### config.mk
export PLATFORM = sky130hd
export DESIGN_NAME = audio_soft_mute
export DESIGN_NICKNAME = d
export VERILOG_FILES = /design/src/rtl/smr_pkg.sv /design/src/rtl/smr_gain_ramp.sv /design/src/rtl/smr_scaler.sv /design/src/rtl/smr_zero_detect.sv /design/src/rtl/audio_soft_mute.sv
export SDC_FILE = /design/constraint.sdc
export NUM_CORES = 2
export LEC_CHECK = 0
export BUFFER_PORTS_ARGS = -buffer_cell sky130_fd_sc_hd__buf_4
export CORE_ASPECT_RATIO = 1.75
export CORE_MARGIN = 4
export CORE_UTILIZATION = 45
export DETAILED_ROUTE_END_ITERATION = 8
export PLACE_DENSITY_LB_ADDON = 0.3
export SLEW_MARGIN = 20
export SYNTH_ARGS = -nofsm -noshare
export SYNTH_HDL_FRONTEND = slang
export SYNTH_SLANG_ARGS = --single-unit
### constraint.sdc
create_clock -name clk -period 7.8 [get_ports clk]
set_input_delay 0.78 -clock clk [delete_from_list [all_inputs] [get_ports clk]]
set_output_delay 0.78 -clock clk [all_outputs]
set_load 0.01 [all_outputs]
### src/rtl/smr_pkg.sv
package smr_pkg;
  // ramp speed encodings seen on speed_sel
  localparam logic [1:0] SPD_NORMAL   = 2'b00;
  localparam logic [1:0] SPD_DOUBLE   = 2'b01;
  localparam logic [1:0] SPD_QUAD     = 2'b10;
  localparam logic [1:0] SPD_QUAD_ALT = 2'b11;
  // channel count of the stereo path
  localparam int NUM_CH = 2;
endpackage

### src/rtl/smr_gain_ramp.sv
module smr_gain_ramp #(
  parameter int GAIN_FRAC   = 12,
  parameter int NORMAL_STEP = 4
) (
  input  logic                 clk,
  input  logic                 rst_n,
  input  logic                 frame_stb,
  input  logic                 mute_req,
  input  logic [1:0]           speed_sel,
  output logic [GAIN_FRAC:0]   gain_o
);
  import smr_pkg::*;

  localparam int            GW     = GAIN_FRAC + 1;
  localparam logic [GW-1:0] UNITY  = GW'(1 << GAIN_FRAC);
  localparam logic [GW-1:0] STEP_N = GW'(NORMAL_STEP);
  localparam logic [GW-1:0] STEP_D = GW'(NORMAL_STEP / 2);
  localparam logic [GW-1:0] STEP_Q = GW'(NORMAL_STEP / 4);

  logic [GW-1:0] gain_q;
  logic [GW-1:0] gain_d;
  logic [GW-1:0] step;
  logic          gain_en;

  always_comb begin
    unique case (speed_sel)
      SPD_NORMAL: step = STEP_N;
      SPD_DOUBLE: step = STEP_D;
      SPD_QUAD, SPD_QUAD_ALT: step = STEP_Q;
      default:    step = STEP_Q;
    endcase
  end

  assign gain_en = frame_stb;

  always_comb begin
    gain_d = gain_q;
    if (mute_req) begin
      if (gain_q > step) gain_d = gain_q - step;
      else               gain_d = '0;
    end else begin
      if (gain_q >= UNITY - step) gain_d = UNITY;
      else                        gain_d = gain_q + step;
    end
  end

  always_ff @(posedge clk or negedge rst_n) begin
    if (!rst_n)       gain_q <= UNITY;
    else if (gain_en) gain_q <= gain_d;
  end

  assign gain_o = gain_q;
endmodule

### src/rtl/smr_scaler.sv
module smr_scaler #(
  parameter int SAMPLE_W  = 24,
  parameter int GAIN_FRAC = 12
) (
  input  logic                 clk,
  input  logic                 rst_n,
  input  logic                 frame_stb,
  input  logic [SAMPLE_W-1:0]  sample_i,
  input  logic [GAIN_FRAC:0]   gain_i,
  output logic [SAMPLE_W-1:0]  sample_o
);
  localparam int                 GW     = GAIN_FRAC + 1;
  localparam int                 PROD_W = SAMPLE_W + GW + 1;
  localparam logic [GW-1:0]      UNITY  = GW'(1 << GAIN_FRAC);
  localparam logic [PROD_W-1:0]  BIAS   = PROD_W'((1 << GAIN_FRAC) - 1);

  logic signed [PROD_W-1:0] samp_ext;
  logic signed [PROD_W-1:0] gain_ext;
  logic signed [PROD_W-1:0] prod;
  logic signed [PROD_W-1:0] biased;
  logic signed [PROD_W-1:0] shifted;
  logic [SAMPLE_W-1:0]      scaled;
  logic [SAMPLE_W-1:0]      out_d;
  logic [SAMPLE_W-1:0]      out_q;
  logic                     out_en;

  always_comb begin
    samp_ext = {{(PROD_W - SAMPLE_W){sample_i[SAMPLE_W-1]}}, sample_i};
    gain_ext = {{(PROD_W - GW){1'b0}}, gain_i};
    prod     = samp_ext * gain_ext;
    // negative products get a bias so the shift truncates toward zero
    biased   = prod + (prod[PROD_W-1] ? BIAS : '0);
    shifted  = biased >>> GAIN_FRAC;
    scaled   = shifted[SAMPLE_W-1:0];
  end

  always_comb begin
    if (gain_i == UNITY)   out_d = sample_i;
    else if (gain_i == '0) out_d = '0;
    else                   out_d = scaled;
  end

  assign out_en = frame_stb;

  always_ff @(posedge clk or negedge rst_n) begin
    if (!rst_n)      out_q <= '0;
    else if (out_en) out_q <= out_d;
  end

  assign sample_o = out_q;
endmodule

### src/rtl/smr_zero_detect.sv
module smr_zero_detect #(
  parameter int SAMPLE_W = 24,
  parameter int RUN_LEN  = 8192
) (
  input  logic                 clk,
  input  logic                 rst_n,
  input  logic                 frame_stb,
  input  logic [SAMPLE_W-1:0]  left_i,
  input  logic [SAMPLE_W-1:0]  right_i,
  output logic                 zero_o
);
  localparam int               CNT_W   = $clog2(RUN_LEN + 1);
  localparam logic [CNT_W-1:0] CNT_MAX = CNT_W'(RUN_LEN);
  localparam logic [CNT_W-1:0] CNT_TRG = CNT_W'(RUN_LEN - 1);

  logic [CNT_W-1:0] run_q;
  logic [CNT_W-1:0] run_d;
  logic             flag_q;
  logic             flag_d;
  logic             both_zero;
  logic             run_en;

  assign both_zero = (left_i == '0) && (right_i == '0);
  assign run_en    = frame_stb;

  always_comb begin
    if (!both_zero)           run_d = '0;
    else if (run_q == CNT_MAX) run_d = run_q;
    else                      run_d = run_q + 1'b1;
  end

  assign flag_d = both_zero && (run_q >= CNT_TRG);

  always_ff @(posedge clk or negedge rst_n) begin
    if (!rst_n) begin
      run_q  <= '0;
      flag_q <= 1'b0;
    end else if (run_en) begin
      run_q  <= run_d;
      flag_q <= flag_d;
    end
  end

  assign zero_o = flag_q;
endmodule

### src/rtl/audio_soft_mute.sv
module audio_soft_mute #(
  parameter int SAMPLE_W    = 24,
  parameter int GAIN_FRAC   = 12,
  parameter int NORMAL_STEP = 4,
  parameter int RUN_LEN     = 8192
) (
  input  logic                 clk,
  input  logic                 rst_n,
  input  logic                 frame_stb,
  input  logic                 mute_req,
  input  logic [1:0]           speed_sel,
  input  logic [SAMPLE_W-1:0]  left_in,
  input  logic [SAMPLE_W-1:0]  right_in,
  output logic [SAMPLE_W-1:0]  left_out,
  output logic [SAMPLE_W-1:0]  right_out,
  output logic                 zero_flag
);
  import smr_pkg::*;

  logic [GAIN_FRAC:0]  gain_q;
  logic [SAMPLE_W-1:0] ch_in  [NUM_CH];
  logic [SAMPLE_W-1:0] ch_out [NUM_CH];

  assign ch_in[0] = left_in;
  assign ch_in[1] = right_in;

  smr_gain_ramp #(
    .GAIN_FRAC  (GAIN_FRAC),
    .NORMAL_STEP(NORMAL_STEP)
  ) u_ramp (
    .clk      (clk),
    .rst_n    (rst_n),
    .frame_stb(frame_stb),
    .mute_req (mute_req),
    .speed_sel(speed_sel),
    .gain_o   (gain_q)
  );

  for (genvar ch = 0; ch < NUM_CH; ch++) begin : g_chan
    smr_scaler #(
      .SAMPLE_W (SAMPLE_W),
      .GAIN_FRAC(GAIN_FRAC)
    ) u_scale (
      .clk      (clk),
      .rst_n    (rst_n),
      .frame_stb(frame_stb),
      .sample_i (ch_in[ch]),
      .gain_i   (gain_q),
      .sample_o (ch_out[ch])
    );
  end

  smr_zero_detect #(
    .SAMPLE_W(SAMPLE_W),
    .RUN_LEN (RUN_LEN)
  ) u_zero (
    .clk      (clk),
    .rst_n    (rst_n),
    .frame_stb(frame_stb),
    .left_i   (left_in),
    .right_i  (right_in),
    .zero_o   (zero_flag)
  );

  assign left_out  = ch_out[0];
  assign right_out = ch_out[1];
endmodule

==> impl_metrics.py <==
metrics = {
    "clock_network": {
        "path_clk_slew_ns": 0.07,
        "clock_latency_ns": 0.37,
        "ctsRootBufferMaster": "clkbuf_16",
        "cts_buffers": 9,
        "htreeDepth": 3,
        "cts.hold.buffers_added": 0,
        "cts.path.max_buffers": 2,
        "cts_num_sinks": 76,
        "tritoncts": "yes",
    },
    "worst_setup_path": {
        "cp_num_buf_inv": 11,
        "arrival_ns": 8.45,
        "startpoint_type": "register",
        "critPathMaxFanout": 5,
        "path_delay_family": "adder cells",
        "crit_top_cell": "fa_1",
        "cp.depth": 35,
        "worstPathRequired_ns": 8.02,
        "cp-end-kind": "register",
        "crit_type": "reg2reg",
        "cp_slowest_stage_delay_ns": 0.53,
        "slowest_stage": "fa_1",
        "r2r_cells": 35,
    },
    "route": {
        "ant_nets": 0,
        "vias_per_cell": 5.313,
        "wl_per_cell_um": 19.30,
        "routed_wl_um": 89110,
        "vias": 24520,
        "drc": 0,
        "first_pass_iters": 7,
        "drtIter0Drc": 1040,
    },
    "grt": {
        "use_met1_pct": 28.03,
        "grt_use_total_pct": 26.63,
        "overflow": 0,
        "grt_pass1_vias": 27320,
        "grt_max_degree": 63,
        "grtUsageMet3_pct": 2.660,
        "use_met2_pct": 50.02,
        "top_usage_layer": "met2",
        "antenna_found_initial": 2,
        "grt_pass1_wl_um": 142000,
    },
    "synth": {
        "synth_compound_area_share_pct": 9.870,
        "yosys_register_bits": 76,
        "synth_top_family_by_area": "adder cells",
        "muxShareOfSynthArea_pct": 0.2884,
        "syn_area_per_cell_um2": 8.715,
        "synth_xor_area_share_pct": 3.792,
        "synth.distinct_cells": 104,
        "yosysSeqAreaShare_pct": 6.645,
        "async_flop_share_pct": 100.0,
        "syn-cell-area_um2": 28640,
        "synth_fa_ha_area_share_pct": 49.34,
        "yosys.area_share.simple_pct": 18.20,
        "yosys_warnings": 0,
        "synth_flop_cell": "dfrtp_1",
        "synth_edf_count": 0,
        "syn_inst": 3286,
    },
    "timing": {
        "setup_slack_ns": -0.4255,
        "rsz0062_at_grt": "yes",
        "hold_viol": 0,
        "post-route-period-util_pct": 105.5,
        "tightest_slew_ns": 1.117,
        "finClkSkew_ns": 0.01511,
        "max_freq_ghz": 0.1216,
        "setup_viol": 47,
        "slew_viol_final": 0,
        "fin_crit_ns": 8.225,
        "slew_headroom_pct": 25.24,
    },
    "die": {
        "dieHeight_um": 341.7,
        "dieArea_um2": 67900,
        "core_region_area_um2": 63200,
        "fp.dieW_um": 198.7,
        "rows": 122,
        "ioPinCount": 103,
        "initial_utilization_pct": 45.32,
    },
    "outcome": {
        "outcome": "complete, but fails checks",
        "violations": "negative setup slack",
    },
    "final_layout": {
        "layout_common_cells": "inv_1 (687), buf_4 (595), fa_1 (569), nand2_1 (407), and2_1 (283)",
        "nNetsFinal": 4637,
        "drive_gt1_share_pct": 24.63,
        "final_common_cell": "inv_1",
        "final_core_util_pct": 57.29,
        "fillers": 5613,
        "area_delta_synth_final_pct": 26.43,
        "finalNonFillerCells": 4616,
    },
    "placement": {
        "numPortBuffers": 102,
        "dpl.cell_count": 4553,
        "gp_congestion": 0.9366,
        "place_hpwl_um": 74780,
    },
    "worst_hold_path": {
        "hold_class": "in2async",
    },
    "flow_run": {
        "drv_cap": 0,
    },
}
## state kept, by name, summed over array words and instances, names as in the netlist
register	count
u_zero.run_q	14
u_zero.zero_o	1
u_ramp.gain_o	13
g_chan.u_scale.sample_o	48
## cell usage after synthesis, types with 19 or more instances
library cell | instances | area [µm²]
nor2_1 | 89 | 334.1
a21o_1 | 32 | 240.2
inv_1 | 713 | 2676
xnor2_1 | 78 | 683.2
nor3_1 | 35 | 175.2
ha_1 | 198 | 2477
xor2_1 | 46 | 402.9
a22oi_1 | 26 | 195.2
clkbuf_1 | 140 | 525.5
dfrtp_1 | 75 | 1877
nand4_1 | 20 | 125.1
a31oi_1 | 19 | 118.9
fa_1 | 582 | 11650
nor4_1 | 24 | 150.1
and2_1 | 296 | 1852
a21oi_1 | 84 | 420.4
o21ai_0 | 58 | 290.3
nand3_1 | 31 | 155.2
nand2_1 | 418 | 1569
## per-layer routing
metal	part of all wire, %	wire length (µm)
met5	0.021	19
met4	8.0	7112
met3	4.2	3768
met2	54	48340
met1	34	29870
## worst reg2reg max path: cells and delay by family, from the launching register on
family	cells	cell delay, ns
flops	1	0.46
simple gates	5	0.55
fa+ha+maj	8	3.60
xor+xnor	2	0.42
buf+inv	11	1.22
compound gates	9	1.82
## through the flow
step / setup WS (ns) / TNS [ns] / hold slack [ns] / cell area [µm²]
floorplan: -0.4799 / -7.931 / 0.4844 / 28990
global placement: -1.023 / -36.05 / 0.4676 / 34340
detailed placement: -1.117 / -40.89 / 0.4724 / 34340
CTS: -0.4002 / -11.80 / 0.2603 / 35580
global route: -0.7322 / -25.64 / 0.2839 / 36200
finish: -0.4255 / -12.44 / 0.2767 / 36210
## kinds of logic after synthesis
family | after synthesis
simple gates | 1022
buf+inv | 879
fa+ha+maj | 780
compound gates | 395
xor+xnor | 124
flops | 76
mux | 8
other cells | 2
## repair_timing
action | 4_1_cts | 5_1_grt
buffers inserted | 32 | 17
gates cloned | 0 | 4
endpoints found under the hold margin | 0 | 0
endpoints found under the setup margin | 48 | 48
gates resized for setup | 154 | 88
pin swaps | 93 | 43
## final cells by class
cell class | count | area, µm² | area share, %
multi-input combinational | 2334 | 24600 | 67.94
timing repair buffer | 668 | 5714 | 15.78
antenna | 2 | 5.005 | 0.01382
clock buffer | 11 | 242.7 | 0.6704
clock inverter | 5 | 37.54 | 0.1037
sequential | 76 | 1916 | 5.291
tap | 806 | 1008 | 2.785
inverter | 714 | 2683 | 7.409
## path summary, 6_finish.rpt
| path | startpoint | endpoint | slack, ns |
|---|---|---|---|
| max | u_ramp.gain_o[2] | g_chan[1].u_scale.sample_o[17] | -0.43 |
| min | rst_n | g_chan[0].u_scale.sample_o[6] | 0.28 |
| max reg2reg | u_ramp.gain_o[2] | g_chan[1].u_scale.sample_o[17] | -0.43 |
| min reg2reg | g_chan[0].u_scale.sample_o[1] | g_chan[0].u_scale.sample_o[1] | 0.48 |
| max in group asynchronous | rst_n | u_ramp.gain_o[0] | 6.23 |
| min in group clk | g_chan[0].u_scale.sample_o[1] | g_chan[0].u_scale.sample_o[1] | 0.48 |
Power is not shown: default switching activity piles up to over one toggle a cycle in this logic, so the estimate is an artifact.
